==> src/rtl/bam_pkg.sv <==
package bam_pkg;
    typedef enum logic [1:0] {
        OP_FETCH = 2'd0,
        OP_READ  = 2'd1,
        OP_WRITE = 2'd2,
        OP_SWAP  = 2'd3
    } bam_op_e;

    typedef enum logic [1:0] {
        SZ_BYTE = 2'd0,
        SZ_HALF = 2'd1,
        SZ_WORD = 2'd2,
        SZ_RSVD = 2'd3
    } bam_size_e;
endpackage

==> src/rtl/bam_window.sv <==
module bam_window #(
    parameter int          ADDR_W  = 32,
    parameter logic [31:0] LO_ADDR = 32'h0080_0000,
    parameter logic [31:0] HI_ADDR = 32'h01A0_0000
) (
    input  logic [ADDR_W-1:0] addr,
    output logic              hit
);
    localparam logic [ADDR_W-1:0] LO_W = LO_ADDR[ADDR_W-1:0];
    localparam logic [ADDR_W-1:0] HI_W = HI_ADDR[ADDR_W-1:0];

    // half-open: the upper bound is excluded
    always_comb begin
        hit = (addr >= LO_W) && (addr < HI_W);
    end
endmodule

==> src/rtl/bam_tube.sv <==
module bam_tube
    import bam_pkg::*;
#(
    parameter int          ADDR_W    = 32,
    parameter int          DATA_W    = 32,
    parameter logic [31:0] TUBE_ADDR = 32'h0300_0000,
    parameter int          STOP_CODE = 4
) (
    input  logic              valid,
    input  logic [1:0]        op,
    input  logic [1:0]        size,
    input  logic [ADDR_W-1:0] addr,
    input  logic [DATA_W-1:0] wdata,
    input  logic              blocked,
    output logic              take,
    output logic              stop_req,
    output logic [7:0]        ch
);
    localparam logic [ADDR_W-1:0] TUBE_W = TUBE_ADDR[ADDR_W-1:0];

    logic        narrow;
    logic [15:0] value;

    always_comb begin
        narrow = (size == SZ_BYTE) || (size == SZ_HALF);
        take   = valid && !blocked && (op == OP_WRITE) && narrow && (addr == TUBE_W);
        value  = (size == SZ_BYTE) ? {8'd0, wdata[7:0]} : wdata[15:0];
        stop_req = take && (value == 16'(STOP_CODE));
        ch     = wdata[7:0];
    end
endmodule

==> src/rtl/bam_tally.sv <==
module bam_tally
    import bam_pkg::*;
(
    input  logic       valid,
    input  logic [1:0] op,
    input  logic [1:0] size,
    input  logic       seq,
    output logic       s_inc,
    output logic [1:0] n_inc
);
    logic is_word;

    always_comb begin
        is_word = (size == SZ_WORD);
        s_inc   = 1'b0;
        n_inc   = 2'd0;
        if (valid) begin
            if (op == OP_SWAP) begin
                n_inc = 2'd2;
            end else if (is_word && seq) begin
                s_inc = 1'b1;
            end else begin
                n_inc = 2'd1;
            end
        end
    end
endmodule

==> src/rtl/bus_abort_monitor.sv <==
module bus_abort_monitor
    import bam_pkg::*;
#(
    parameter int          ADDR_W     = 32,
    parameter int          DATA_W     = 32,
    parameter int          CNT_W      = 32,
    parameter int          NUM_W      = 8,
    parameter logic [31:0] LO_ADDR    = 32'h0080_0000,
    parameter logic [31:0] HI_ADDR    = 32'h01A0_0000,
    parameter logic [31:0] TUBE_ADDR  = 32'h0300_0000,
    parameter logic [31:0] VEC_ADDR   = 32'h0000_0008,
    parameter logic [31:0] ABORT_WORD = 32'hDEAD_C0DE,
    parameter int          STOP_CODE  = 4
) (
    input  logic              clk,
    input  logic              rst,
    input  logic              acc_valid,
    input  logic [1:0]        acc_op,
    input  logic [1:0]        acc_size,
    input  logic              acc_seq,
    input  logic [ADDR_W-1:0] acc_addr,
    input  logic [DATA_W-1:0] acc_wdata,
    input  logic [DATA_W-1:0] mem_rdata,
    input  logic              icyc_valid,
    input  logic [NUM_W-1:0]  icyc_num,
    input  logic              ccyc_valid,
    input  logic [NUM_W-1:0]  ccyc_num,
    output logic              mem_wr_en,
    output logic [DATA_W-1:0] resp_data,
    output logic              abort_pf,
    output logic              abort_dt,
    output logic              con_valid,
    output logic [7:0]        con_char,
    output logic              halt,
    output logic              vec_installed,
    output logic [CNT_W-1:0]  cnt_s,
    output logic [CNT_W-1:0]  cnt_n,
    output logic [CNT_W-1:0]  cnt_i,
    output logic [CNT_W-1:0]  cnt_c
);
    localparam logic [ADDR_W-1:0] VEC_W   = VEC_ADDR[ADDR_W-1:0];
    localparam logic [DATA_W-1:0] ABORT_D = ABORT_WORD[DATA_W-1:0];

    typedef struct packed {
        logic             pend;
        logic             pf;
        logic             con_valid;
        logic [7:0]       con_char;
        logic             halt;
        logic             vec;
        logic [CNT_W-1:0] s;
        logic [CNT_W-1:0] n;
        logic [CNT_W-1:0] i;
        logic [CNT_W-1:0] c;
    } bam_state_t;

    bam_state_t st_d, st_q;

    logic       win_hit;
    logic       tube_take;
    logic       tube_stop;
    logic [7:0] tube_ch;
    logic       s_inc;
    logic [1:0] n_inc;
    logic       is_store;

    bam_window #(
        .ADDR_W (ADDR_W),
        .LO_ADDR(LO_ADDR),
        .HI_ADDR(HI_ADDR)
    ) u_window (
        .addr(acc_addr),
        .hit (win_hit)
    );

    bam_tube #(
        .ADDR_W   (ADDR_W),
        .DATA_W   (DATA_W),
        .TUBE_ADDR(TUBE_ADDR),
        .STOP_CODE(STOP_CODE)
    ) u_tube (
        .valid   (acc_valid),
        .op      (acc_op),
        .size    (acc_size),
        .addr    (acc_addr),
        .wdata   (acc_wdata),
        .blocked (win_hit),
        .take    (tube_take),
        .stop_req(tube_stop),
        .ch      (tube_ch)
    );

    bam_tally u_tally (
        .valid(acc_valid),
        .op   (acc_op),
        .size (acc_size),
        .seq  (acc_seq),
        .s_inc(s_inc),
        .n_inc(n_inc)
    );

    always_comb begin
        is_store  = (acc_op == OP_WRITE) || (acc_op == OP_SWAP);
        mem_wr_en = acc_valid && is_store && !win_hit && !tube_take;

        st_d           = st_q;
        st_d.con_valid = 1'b0;

        if (acc_valid) begin
            if (win_hit) begin
                st_d.pend = 1'b1;
                st_d.pf   = (acc_op == OP_FETCH);
            end else begin
                st_d.pend = 1'b0;
            end
        end else if (icyc_valid || ccyc_valid) begin
            st_d.pend = 1'b0;
        end

        if (tube_take) begin
            if (tube_stop) begin
                st_d.halt = 1'b1;
            end else begin
                st_d.con_valid = 1'b1;
                st_d.con_char  = tube_ch;
            end
        end

        if (acc_valid && !win_hit && is_store && (acc_size == SZ_WORD) && (acc_addr == VEC_W)) begin
            st_d.vec = 1'b1;
        end

        st_d.s = st_q.s + CNT_W'(s_inc);
        st_d.n = st_q.n + CNT_W'(n_inc);
        st_d.i = st_q.i + (icyc_valid ? CNT_W'(icyc_num) : '0);
        st_d.c = st_q.c + (ccyc_valid ? CNT_W'(ccyc_num) : '0);
    end

    always_ff @(posedge clk) begin
        if (rst) begin
            st_q <= '0;
        end else begin
            st_q <= st_d;
        end
    end

    assign abort_pf      = st_q.pend && st_q.pf;
    assign abort_dt      = st_q.pend && !st_q.pf;
    assign resp_data     = st_q.pend ? ABORT_D : mem_rdata;
    assign con_valid     = st_q.con_valid;
    assign con_char      = st_q.con_char;
    assign halt          = st_q.halt;
    assign vec_installed = st_q.vec;
    assign cnt_s         = st_q.s;
    assign cnt_n         = st_q.n;
    assign cnt_i         = st_q.i;
    assign cnt_c         = st_q.c;
endmodule

==> config.mk <==
export PLATFORM = sky130hd
export DESIGN_NAME = bus_abort_monitor
export DESIGN_NICKNAME = d
export VERILOG_FILES = /design/src/rtl/bam_pkg.sv /design/src/rtl/bam_window.sv /design/src/rtl/bam_tube.sv /design/src/rtl/bam_tally.sv /design/src/rtl/bus_abort_monitor.sv
export SDC_FILE = /design/constraint.sdc
export NUM_CORES = 1
export LEC_CHECK = 0
export CAP_MARGIN = 20
export CORE_MARGIN = 1
export CORE_UTILIZATION = 50
export DETAILED_ROUTE_END_ITERATION = 6
export DONT_BUFFER_PORTS = 1
export GPL_TIMING_DRIVEN = 0
export SETUP_SLACK_MARGIN = 0.05
export SLEW_MARGIN = 20
export SYNTH_ARGS = -nofsm -noshare
export SYNTH_HDL_FRONTEND = slang
export SYNTH_SLANG_ARGS = --single-unit
export TNS_END_PERCENT = 100
==> constraint.sdc <==
create_clock -name clk -period 7.6 [get_ports clk]
set_input_delay 0.76 -clock clk [delete_from_list [all_inputs] [get_ports clk]]
set_output_delay 0.76 -clock clk [all_outputs]
set_load 0.02 [all_outputs]
Word-level counts from Yosys, hierarchy flattened
Cells that the tools add are included.

storage, ports and cells
  flip-flop bits (word level) = 141
  input bits = 122
  output and inout bits = 174
  logic and storage cells = 67

operators by class
  add/subtract/negate cells = 4
  order comparisons = 2
  equality and inequality tests = 7
  muxes and demuxes = 14
  bitwise gates (word level) = 2
  reductions and logical operators = 28

operators with widths
  cell                                                                             number
  32-bit by 8-bit adder with 32-bit output                                         2
  32-bit by 1-bit adder with 32-bit output                                         1
  32-bit by 2-bit adder with 32-bit output                                         1
  32-bit by 26-bit == test with 1-bit output (second input constant)               1
  32-bit by 4-bit == test with 1-bit output (second input constant)                1
  32-bit by 24-bit >= comparator with 1-bit output (second input constant)         1
  32-bit by 25-bit less-than comparator with 1-bit output (second input constant)  1
  32-bit two-way mux                                                               1
  16-bit by 3-bit == test with 1-bit output (second input constant)                1
  16-bit two-way mux                                                               1
  8-bit two-way mux                                                                2
  1-bit logical AND                                                                15
  9-bit two-way mux                                                                1
  1-bit two-way mux                                                                7
  2-bit == test (second input constant)                                            3
  2-bit AND reduction                                                              3
  2-bit logical NOT                                                                2
  2-bit two-way mux                                                                2
  1-bit logical NOT                                                                3
  1-bit logical OR                                                                 3
  2-bit by 1-bit == test with 1-bit output (second input constant)                 1
  1-bit inverter                                                                   2
  2-bit nonzero test                                                               1
  2-bit OR reduction                                                               1

Logic depth before layout (Yosys ltp)
Gate-level depths: netlist of run 1.

  word-level depth = 10
  mapped depth = 11
  gate-level depth less buffers = 11

Modules after synthesis
From an unflattened synthesis of run 1, not the netlist that was laid out.

unflattened totals
  cells, all modules = 1,057
  area, all modules = 8,604.5 µm²

modules (own cells, without submodules)
  module             instances  cells each  area an instance (µm²)
  bus_abort_monitor  1          1,017       8,289.2
  bam_tube           1          30          229.0
  bam_tally          1          6           50.0
  bam_window         1          4           36.3

Least setup slack after synthesis of run 1
No wires, ideal clock.

  path kind = input -> register
  from = input acc_size[0]
  to = register st_q (netlist bit cnt_n[30])
  arrival time = 2,821 ps
  path slack = 4,651 ps
  stages = 11
  path buffers = 1
  cell sequence = nand3b_1 and3_1 ha_1 inv_1 fa_1 or3b_1 clkbuf_1 nor4_2 nand4_1 xor2_1 nor2_1

between the ends
  longest elaborated chain between the ends = 6

RTL lines
  item                                      line                      RTL
  start: declaration                        bus_abort_monitor.sv:19   input logic [1:0] acc_size,
  2-bit == test                             bam_tally.sv:14           is_word = (size == SZ_WORD);
  1-bit logical AND                         bam_tally.sv:20           end else if (is_word && seq) begin
  1-bit two-way mux                         bam_tally.sv:20
  2-bit two-way mux                         bam_tally.sv:18           if (op == OP_SWAP) begin
  2-bit two-way mux                         bam_tally.sv:17           if (valid) begin
  32-bit by 2-bit adder with 32-bit output  bus_abort_monitor.sv:134  st_d.n = st_q.n + CNT_W'(n_inc);
  end signal: assignment                    bus_abort_monitor.sv:143  st_q <= st_d;
  end: declaration                          bus_abort_monitor.sv:57   bam_state_t st_d, st_q;

No other way between the ends.
A chain may end at the register's enable or synchronous reset.

Worst setup path in the final report of run 1
  from = input acc_addr[31]
  to = output mem_wr_en

between the ends
  longest elaborated chain between the ends = 9

RTL lines
  item                                                                                                                         line                                      RTL
  start: declaration                                                                                                           bus_abort_monitor.sv:21                   input logic [ADDR_W-1:0] acc_addr,
  32-bit by 24-bit >= comparator with 1-bit output or 32-bit by 25-bit less-than comparator with 1-bit output (tied branches)  bam_window.sv:14                          hit = (addr >= LO_W) && (addr < HI_W);
  1-bit logical AND                                                                                                            bam_window.sv:14
  1-bit logical NOT                                                                                                            bam_tube.sv:26, bus_abort_monitor.sv:104
  1-bit logical AND (4 in a row)                                                                                               bam_tube.sv:26                            take = valid && !blocked && (op == OP_WRITE) && narrow && (addr == TUBE_W);
  1-bit logical NOT                                                                                                            bus_abort_monitor.sv:104                  mem_wr_en = acc_valid && is_store && !win_hit && !tube_take;
  1-bit logical AND *                                                                                                          bus_abort_monitor.sv:104
  end: declaration                                                                                                             bus_abort_monitor.sv:28                   output logic mem_wr_en,

Every way passes the cells marked *; elsewhere a longest branch is shown, timed or not.

==> flow_metrics.tcl, run 1 <==
set metrics [dict create \
    ys_ff_latch 141 \
    place_inst 1157 \
    grt_max_degree 17 \
    grt.overflow.total 0 \
    numCtsBuffers 17 \
    p_switching_uw 444.3 \
    power_density_nw_per_um2 208.6 \
    cts_resized 0 \
    hold_buffers 0 \
    ant_nets 0 \
    fin_crit_ns 2.952 \
    io_pins 296 \
    die_h_um 127.7 \
    drive_gt1_share_pct 20.37 \
    antenna_found_initial 0 \
    post-place-ws_ns 4.267 \
    drt-vias-per-instance 5.229 \
    status "finished, final reports clean" \
    critPathArrivalTime_ns 2.19 \
    wl_per_cell_um 16.19 \
    cp-endpoint "mem_wr_en" \
    start_util_pct 51.61 \
    fin_util_pct 57.50 \
    row_count 45 \
    tightest_slew_ns 0.8456 \
    drv_cap 0 \
    die_area_um2 16320 \
    insertion_delay_ns 0.42 \
    slowest_stage "or4_1" \
    die_w_um 127.7 \
    power_leakage_uw 0.003624 \
    slowest_delay_ns 0.59 \
    routed_wl_um 19230 \
    max_freq_ghz 0.3388 \
    rsz0062_at_grt "no" \
    num-nets-final 1110 \
    n_antenna_cell 0 \
    setup_viol 0 \
    grt.total_usage_pct 23.20 \
    cp_cell_sequence "or4_1 -> nor4_1 -> a21oi_1" \
    power_frac_clock_pct 48.6 \
    syn_area_um2 7904 \
    seq_power_share_pct 41.8 \
    finalWorstSetupSlack_ns 4.648 \
    pwr-share-comb_pct 9.6 \
    ys.flop_type "dfxtp_1" \
    yosys.area.top_type "dfxtp_1" \
    switching_share_pct 24.19 \
    grt_pass1_wl_um 29560 \
    hold_violations 0 \
    ys_types 55 \
    post_cts_buffers 0 \
    route.detailed.drc 0 \
    ys_seq_area_share_pct 35.71 \
    setup_tns_ns 0 \
    whs_ns 0.4878 \
    r2r_end "cnt_s[28]$_SDFF_PP0_" \
    cts_tree "built" \
    critical_path.max_fanout 4 \
    worstSetupPathType "in -> out" \
    core_area_um2 15310 \
    grt_pass1_vias 5964 \
    synth_top_area_share_pct 35.71 \
    syn_area_per_cell_um2 8.355 \
    syn2layout_area_growth_pct 11.41 \
    synth_edf_count 0 \
    vdd_drop_max_uv 158.7 \
    end_kind "output port" \
    critPathRequiredTime_ns 6.84 \
    relSlewSlack_pct 43.11 \
    synth_area_leaders "dfxtp_1 36%, buf_4 13%, xor2_1 7.2%" \
    cts.sinks 141 \
    hold_class "reg -> reg" \
    htree_levels 4 \
    drt-initial-drc-count 262 \
    clkTransAtPathRegs_ns 0.05 \
    synth-async-reset-ratio_pct 0 \
    synthCells 946 \
    cts_root_buffer "clkbuf_16" \
    rr_startpoint "cnt_s[0]$_SDFF_PP0_" \
    rr_worst_depth 8 \
    yosys_warnings 0 \
    critPathLaunch "acc_addr[31]" \
    critPathLaunchType "input pin" \
    firstDrtPassIters 4 \
    place.gp.congestion 0.8685 \
    critPathBufInv 0 \
    io_buffers 0 \
    crit_family "simple AND/OR/NAND/NOR gates" \
    skew_ns 0.007300 \
    final_max_slew_viol_count 0 \
    cp_num_cells 3 \
    min_period_over_period_pct 38.84 \
    dr_total_vias 6212 \
    dp_hpwl_um 14950 \
    cts_buffer_depth 2 \
    instances_no_fill 1188 \
    power.internal_uw 1392 \
    reg2reg_slack_ns 5.04 \
    syn_nets 1091 \
]
==> layout by cell type, fill, tap and decap left out, types with 9 or more instances in the layout <==
cell | netlist | routed
dfxtp_1 | 141 | 141
buf_4 | 137 | 137
nor2_1 | 130 | 130
xor2_1 | 65 | 65
nand2_1 | 52 | 52
nand3_1 | 43 | 43
a21oi_1 | 39 | 39
xnor2_1 | 34 | 34
clkbuf_1 | 26 | 26
nor2b_1 | 26 | 26
nand4_1 | 26 | 26
or2_2 | 22 | 22
o21ai_0 | 22 | 22
and2_1 | 21 | 21
or3_1 | 20 | 20
ha_1 | 20 | 20
clkbuf_16 | 0 | 17
nor3_1 | 14 | 14
inv_1 | 13 | 13
and3_1 | 13 | 13
nor4_1 | 9 | 9
==> power groups by stage <==
stage	Combinational (uW)	Sequential (uW)	Clock, uW
floorplan	150	780	0
global placement	174	784	0
detailed placement	175	785	0
CTS	176	768	912
global route	192	770	946
finish	176	768	892
==> logic make-up after synthesis <==
kind of cell / count (synthesis) / share of synthesized area [%]
fa+ha+maj: 23 / 3.926
compound gates: 94 / 7.045
flops: 141 / 35.71
mux: 8 / 1.013
xor+xnor: 99 / 10.97
simple gates: 404 / 26.33
buf+inv: 177 / 15.01
==> state kept, by name (all words and copies together), names as in the netlist <==
register       cells
cnt_c             32
cnt_i             32
cnt_n             32
cnt_s             32
con_char           8
st_q               2
con_valid          1
halt               1
vec_installed      1
==> cell usage after synthesis, types with 6 or more instances <==
cell / n
a211oi_1: 7
a21o_1: 6
a21oi_1: 39
and2_1: 21
and3_1: 13
and4_1: 8
buf_4: 137
clkbuf_1: 26
dfxtp_1: 141
ha_1: 20
inv_1: 13
mux2i_1: 8
nand2_1: 52
nand3_1: 43
nand4_1: 26
nor2_1: 130
nor2b_1: 26
nor3_1: 14
nor4_1: 9
o21ai_0: 22
or2_2: 22
or3_1: 20
xnor2_1: 34
xor2_1: 65
==> per-stage QoR <==
step | total power, uW | area, um2
after floorplan | 929.9 | 7904
after global placement | 957.5 | 8168
after detailed placement | 959.9 | 8168
after CTS | 1856 | 8806
after global routing | 1908 | 8806
final | 1836 | 8806
==> layout make-up <==
cell class | count | area (um2)
clock buffers | 19 | 452.9
inverters | 13 | 48.80
clock inverters | 12 | 185.2
fillers | 1439 | 6509
plain buffers | 164 | 1137
well taps | 211 | 264.0
multi-input cells | 628 | 3895
flip-flops and latches | 141 | 2823
==> worst register-to-register path: cells and delay by family, from the launching register on <==
kind,cells,cell delay [ns]
flops,1,0.33
xor+xnor,1,0.15
fa+ha+maj,2,0.59
simple gates,5,1.37
==> metal layers <==
metal	routed length (um)	GRT usage (%)
met1	8332	27.53
met4	174	7.336
met5	0	0
met3	1058	5.634
met2	9665	41.08
==> worst min path at each step <==
| stage | slack (ns) | end | cells after the start | startpoint |
|---|---|---|---|---|
| global placement | 0.48 | cnt_n[31]$_SDFF_PP0_ | 2 | cnt_n[31]$_SDFF_PP0_ |
| global route | 0.48 | con_char[0]$_SDFFE_PP0P_ | 2 | acc_wdata[0] |
| finish | 0.49 | cnt_n[31]$_SDFF_PP0_ | 2 | cnt_n[31]$_SDFF_PP0_ |
| CTS | 0.47 | con_char[6]$_SDFFE_PP0P_ | 2 | acc_wdata[6] |
| detailed placement | 0.48 | cnt_n[31]$_SDFF_PP0_ | 2 | cnt_n[31]$_SDFF_PP0_ |
| floorplan | 0.44 | st_q[139]$_SDFFE_PP0P_ | 2 | st_q[139]$_SDFFE_PP0P_ |
Power figures use the tool's default switching activity.
==> inputs of run 2 (changes only) <==
- ABC_AREA: unset -> 1
- clock period: 7.6 -> 3 ns (I/O delays scaled with it)
==> run 2 against run 1 <==
  * Sequential power rose to 2.5 times the previous value
  * Total power rose by 140%
  * Global-route usage rose by 3.4 points
  * Critical path type is now in -> reg
  * Critical endpoint is now cnt_n[18]$_SDFF_PP0_
  * Largest cell class unchanged
==> flow_metrics.tcl, run 2 <==
set metrics [dict create \
    ys_seq_area_share_pct 29.85 \
    end_kind "flip-flop" \
    num-nets-final 1657 \
    status "finished, final reports clean" \
    hold_violations 0 \
    row_count 49 \
    rr_worst_depth 11 \
    core_area_um2 18270 \
    place.gp.congestion 0.9176 \
    die_w_um 139.5 \
    synth-async-reset-ratio_pct 0 \
    max_freq_ghz 0.4637 \
    cts_buffer_depth 2 \
    p_total_uw 4379 \
    fin_util_pct 56.37 \
    min_period_over_period_pct 71.89 \
    ant_nets 0 \
    fin_crit_ns 2.157 \
    critPathLaunch "acc_op[0]" \
    regArea_um2 2823 \
    multiInputGateArea_um2 4771 \
    insertion_delay_ns 0.44 \
    fill_cells 1888 \
    grt_pass1_wl_um 40610 \
    slowest_stage "fa_1" \
    grt.overflow.total 0 \
    setup_viol 0 \
    final_max_slew_viol_count 0 \
    start_util_pct 51.77 \
    critPathArrivalTime_ns 2.48 \
    skew_ns 0.01103 \
    critical_path.max_fanout 4 \
    dp_hpwl_um 20790 \
    antenna_found_initial 0 \
    yosysMostFrequentCell "nand2_1" \
    p_switching_uw 1144 \
    cpMostUsedCell "nand2_1" \
    layout_common_cells "380 x nand2_1, 213 x nor2_1, 198 x inv_1" \
    firstDrtPassIters 6 \
    wl_per_cell_um 14.68 \
    grt.total_usage_pct 26.60 \
    switching_share_pct 26.12 \
    setup_tns_ns 0 \
    power.internal_uw 3235 \
    relSlewSlack_pct 47.26 \
    power_leakage_uw 0.004590 \
    dr_total_vias 8824 \
    io_pins 296 \
    post_cts_buffers 0 \
    grt_pass1_vias 8016 \
    drive_gt1_share_pct 14.43 \
    syn2layout_area_growth_pct 8.890 \
    syn_area_um2 9458 \
    worstSetupPathType "in -> reg" \
    rsz0062_at_grt "no" \
    power_frac_clock_pct 45.7 \
    hold_buffers 0 \
    grt_max_degree 17 \
    pwr-share-comb_pct 10.1 \
    critPathRequiredTime_ns 3.32 \
    die_area_um2 19470 \
    mostFrequentLayoutCell "nand2_1" \
    power_density_nw_per_um2 425.2 \
    drt-initial-drc-count 432 \
    syn_nets 1638 \
    ys_types 38 \
    ys.flop_type "dfxtp_1" \
    synthCells 1493 \
    hold_class "in -> reg" \
    htree_levels 4 \
    synthTopCellsByCount "380 x nand2_1, 213 x nor2_1, 198 x inv_1, 141 x dfxtp_1, 137 x buf_4" \
    io_buffers 0 \
    reg2reg_slack_ns 0.86 \
    rr_startpoint "cnt_n[0]$_SDFF_PP0_" \
    seq_power_share_pct 44.2 \
    tightest_slew_ns 0.7911 \
    die_h_um 139.5 \
    yosys_warnings 0 \
    routed_wl_um 25740 \
    cts_tree "built" \
    n_antenna_cell 0 \
    syn_area_per_cell_um2 6.335 \
    synth_edf_count 0 \
    cp-endpoint "cnt_n[18]$_SDFF_PP0_" \
    synth_top_area_share_pct 29.85 \
    critPathLaunchType "input pin" \
    vdd_drop_max_uv 442.2 \
    slowest_delay_ns 0.41 \
    cts_root_buffer "clkbuf_16" \
    clkTransAtPathRegs_ns 0.06 \
    cts.sinks 141 \
    cp_cell_sequence "nand2_1 -> nand2_1 -> a31oi_1 -> ha_1 -> inv_1 -> fa_1 -> nor2_1 -> nand2_1 -> inv_1 -> nand2_1 -> nor2_2 -> nand3_1 -> o21ai_0 -> a21oi_1" \
    numCtsBuffers 17 \
    yosys.area.top_type "dfxtp_1" \
    ys_ff_latch 141 \
    drv_cap 0 \
    route.detailed.drc 0 \
    synth_area_leaders "dfxtp_1 30%, nand2_1 15%, buf_4 11%" \
    r2r_end "cnt_n[18]$_SDFF_PP0_" \
    drt-vias-per-instance 5.031 \
    cts_resized 0 \
]
==> run 2: cell families (layout without fill, tap and decap cells) <==
kind of cell	after synthesis	count (layout)	synth area share [%]
buf+inv	355	387	19.71
compound gates	145	145	8.149
xor+xnor	15	15	1.389
flops	141	141	29.85
fa+ha+maj	23	23	3.281
simple gates	814	814	37.62
==> run 2: worst min-delay path by stage <==
stage	to	slack [ns]	cells past startpoint	start
after floorplan	con_char[0]$_SDFFE_PP0P_	0.43	2	acc_wdata[0]
after global placement	con_char[5]$_SDFFE_PP0P_	0.44	2	acc_wdata[5]
after detailed placement	con_char[4]$_SDFFE_PP0P_	0.44	2	acc_wdata[4]
after CTS	con_char[4]$_SDFFE_PP0P_	0.0003	2	acc_wdata[4]
after global routing	con_char[4]$_SDFFE_PP0P_	0.006	2	acc_wdata[4]
final	con_char[6]$_SDFFE_PP0P_	0.009	2	acc_wdata[6]
==> run 2: power groups by stage <==
stage / combinational, uW / clock (uW) / sequential, uW
after floorplan: 367 / 0 / 1970
after global placement: 442 / 0 / 1970
after detailed placement: 445 / 0 / 1980
after CTS: 446 / 2030 / 1930
after global routing: 487 / 2110 / 1940
final: 442 / 2000 / 1930
==> run 2: worst max-delay path, delay by kind of cell <==
family,cells,cell delay [ns]
AO/OA/AOI/OAI,3,0.48
AND/OR/NAND/NOR,7,0.86
adder cells (fa/ha/maj),2,0.65
buffers and inverters,2,0.18
==> run 2: stage by stage <==
stage / cells / hold WS [ns] / setup slack [ns] / cell area [um2]
3_3_place_gp: 1722 / 0.4402 / 0.4102 / 9744
6_report: 1754 / 0.009379 / 0.8434 / 10300
2_1_floorplan: 1493 / 0.4349 / 0.9217 / 9458
5_1_grt: 1754 / 0.005646 / 0.4821 / 10300
3_5_place_dp: 1722 / 0.4441 / 0.3950 / 9744
4_1_cts: 1754 / 0.0003095 / 0.8226 / 10300
==> run 2: area by class of cell <==
cell class | count | area share [%]
plain buffers | 157 | 10.89
clock buffers | 21 | 4.471
clock inverters | 11 | 0.9112
inverters | 198 | 7.217
multi-input cells | 997 | 46.33
flip-flops and latches | 141 | 27.41
well taps | 229 | 2.782
==> run 2: layer usage <==
metal  share of wire [%]  global-route usage, %
met1                  45                  33.01
met3                 5.5                  4.680
met5                   0                      0
met2                  48                  47.13
met4                 1.4                  7.403
==> inputs of run 3 (changes only) <==
- clock period: 3 -> 2.2 ns (I/O delays scaled with it)
==> run 3 against run 2 <==
  * Die area did not move
  * Count of clock-buffer cells in the layout unchanged
  * Routed wire length rose by 0.45%
  * Worst hold slack gained 0.076 ns
  * Critical path depth fell by 5
  * Core utilization grew 0.71 points
  * Clock skew about the same
  * Worst setup slack lost 0.61 ns
  * Largest power group unchanged
  * Sequential power grew 37%
  * Global-route usage up 0.19 points
  * Sequential share of layout area shrank 0.34 points
==> flow_metrics.tcl, run 3 (synthesis results as in run 2) <==
set metrics [dict create \
    setup_viol 0 \
    dr_total_vias 8853 \
    io_pins 296 \
    power_leakage_uw 0.004635 \
    die_area_um2 19470 \
    reg2reg_slack_ns 0.23 \
    skew_ns 0.01066 \
    layout_common_cells "378 x nand2_1, 211 x nor2_1, 197 x inv_1" \
    min_period_over_period_pct 89.61 \
    power_density_nw_per_um2 574.3 \
    grt.total_usage_pct 26.79 \
    grt_max_degree 17 \
    critPathArrivalTime_ns 2.33 \
    rr_startpoint "cnt_i[0]$_SDFF_PP0_" \
    die_w_um 139.5 \
    grt_pass1_wl_um 40930 \
    hold_violations 0 \
    mostFrequentLayoutCell "nand2_1" \
    row_count 49 \
    fill_cells 1873 \
    firstDrtPassIters 5 \
    wl_per_cell_um 14.65 \
    critical_path.max_fanout 9 \
    instances_no_fill 1765 \
    rr_worst_depth 9 \
    route.detailed.drc 0 \
    place_inst 1722 \
    drt-initial-drc-count 452 \
    htree_levels 4 \
    ant_nets 0 \
    end_kind "flip-flop" \
    relSlewSlack_pct 47.68 \
    r2r_end "cnt_i[10]$_SDFF_PP0_" \
    num-nets-final 1668 \
    max_freq_ghz 0.5072 \
    critPathRequiredTime_ns 2.56 \
    vdd_drop_max_uv 601.8 \
    insertion_delay_ns 0.43 \
    rsz0062_at_grt "no" \
    holdCritStartpoint "acc_valid" \
    cts_tree "built" \
    dp_hpwl_um 20790 \
    fin_util_pct 57.08 \
    drv_cap 0 \
    critPathLaunchType "flip-flop" \
    post-place-ws_ns -0.3250 \
    grt_pass1_vias 8086 \
    finalWorstSetupSlack_ns 0.2285 \
    status "finished, final reports clean" \
    die_h_um 139.5 \
    antenna_found_initial 0 \
    clkTransAtPathRegs_ns 0.06 \
    regArea_um2 2823 \
    io_buffers 0 \
    final_area_um2 10430 \
    cts_buffer_depth 2 \
    syn2layout_area_growth_pct 10.27 \
    hold_path_depth 2 \
    multiInputGateArea_um2 4793 \
    hold_class "in -> reg" \
    fin_crit_ns 1.971 \
    final_max_slew_viol_count 0 \
    drt-vias-per-instance 5.016 \
    cts.sinks 141 \
    tightest_slew_ns 0.7847 \
    grt.overflow.total 0 \
    routed_wl_um 25860 \
    place_area_um2 9744 \
    worstSetupPathType "reg -> reg" \
    drive_gt1_share_pct 14.78 \
    cts_root_buffer "clkbuf_16" \
    n_antenna_cell 0 \
    start_util_pct 51.77 \
    place.gp.congestion 0.9176 \
    numCtsBuffers 17 \
    min_to "st_q[140]$_SDFFE_PP0P_" \
    core_area_um2 18270 \
]
[run 3: cell count changes in the layout (fill, tap and decap cells not counted), sizes merged]
cell,before,now
dlygate4sd3,0,10
buf,139,140
[run 3: metrics by stage]
| stage | hold slack [ns] | total power, uW | TNS (ns) |
|---|---|---|---|
| after floorplan | 0.3549 | 3186 | 0 |
| after global placement | 0.3602 | 3296 | -2.018 |
| after detailed placement | 0.3641 | 3302 | -2.465 |
| after CTS | 0.08407 | 6035 | 0 |
| after global routing | 0.08891 | 6202 | 0 |
| final | 0.08577 | 5990 | 0 |
[run 3: what timing repair did]
item,4_1_cts,5_1_grt
endpoints found under the hold margin,9,0
endpoints found under the setup margin,0,10
hold buffers,10,0
buffers inserted,0,1
resized for setup,0,9
[run 3: final cells by class]
cell class / count / area share, %
inverters: 198 / 7.127
multi-input cells: 997 / 45.96
repair buffers: 11 / 1.032
flip-flops and latches: 141 / 27.07
clock inverters: 11 / 0.8998
plain buffers: 157 / 10.75
clock buffers: 21 / 4.415
well taps: 229 / 2.747
[run 3: how the worst max path moves through the flow]
stage	from	to	slack, ns	cells after the start
floorplan	acc_op[0]	cnt_n[18]$_SDFF_PP0_	0.20	14
global placement	acc_op[0]	cnt_n[30]$_SDFF_PP0_	-0.31	14
detailed placement	acc_op[0]	cnt_n[30]$_SDFF_PP0_	-0.33	14
CTS	cnt_n[0]$_SDFF_PP0_	cnt_n[18]$_SDFF_PP0_	0.06	11
finish	cnt_i[0]$_SDFF_PP0_	cnt_i[10]$_SDFF_PP0_	0.23	9
global route	cnt_c[0]$_SDFF_PP0_	cnt_c[20]$_SDFF_PP0_	0.05	11
[run 3: worst max-delay path, cell delays in order (launching register included)]
cell     delay [ns]
dfxtp_1        0.31
ha_1           0.22
fa_1           0.42
nand3_1        0.10
nand2_1        0.16
nand2_1        0.12
nand3_2        0.19
nand2_1        0.16
o21ai_0        0.08
a21oi_1        0.13
[run 3: routing by layer]
metal	vias to the layer above	track usage, %	wire (um)
met4	0	7.403	357
met2	264	47.61	12530
met1	3937	33.23	11590
met3	25	4.611	1381
met5	-	0	0
li1	4627	-	-
[run 3: power breakdown]
part           leakage [uW]  internal (uW)  switching [uW]  total, uW
Sequential          0.00114           2600            35.2       2640
Clock              0.000265           1600            1130       2730
Combinational       0.00323            218             401        619
Total               0.00463           4420            1570       5990
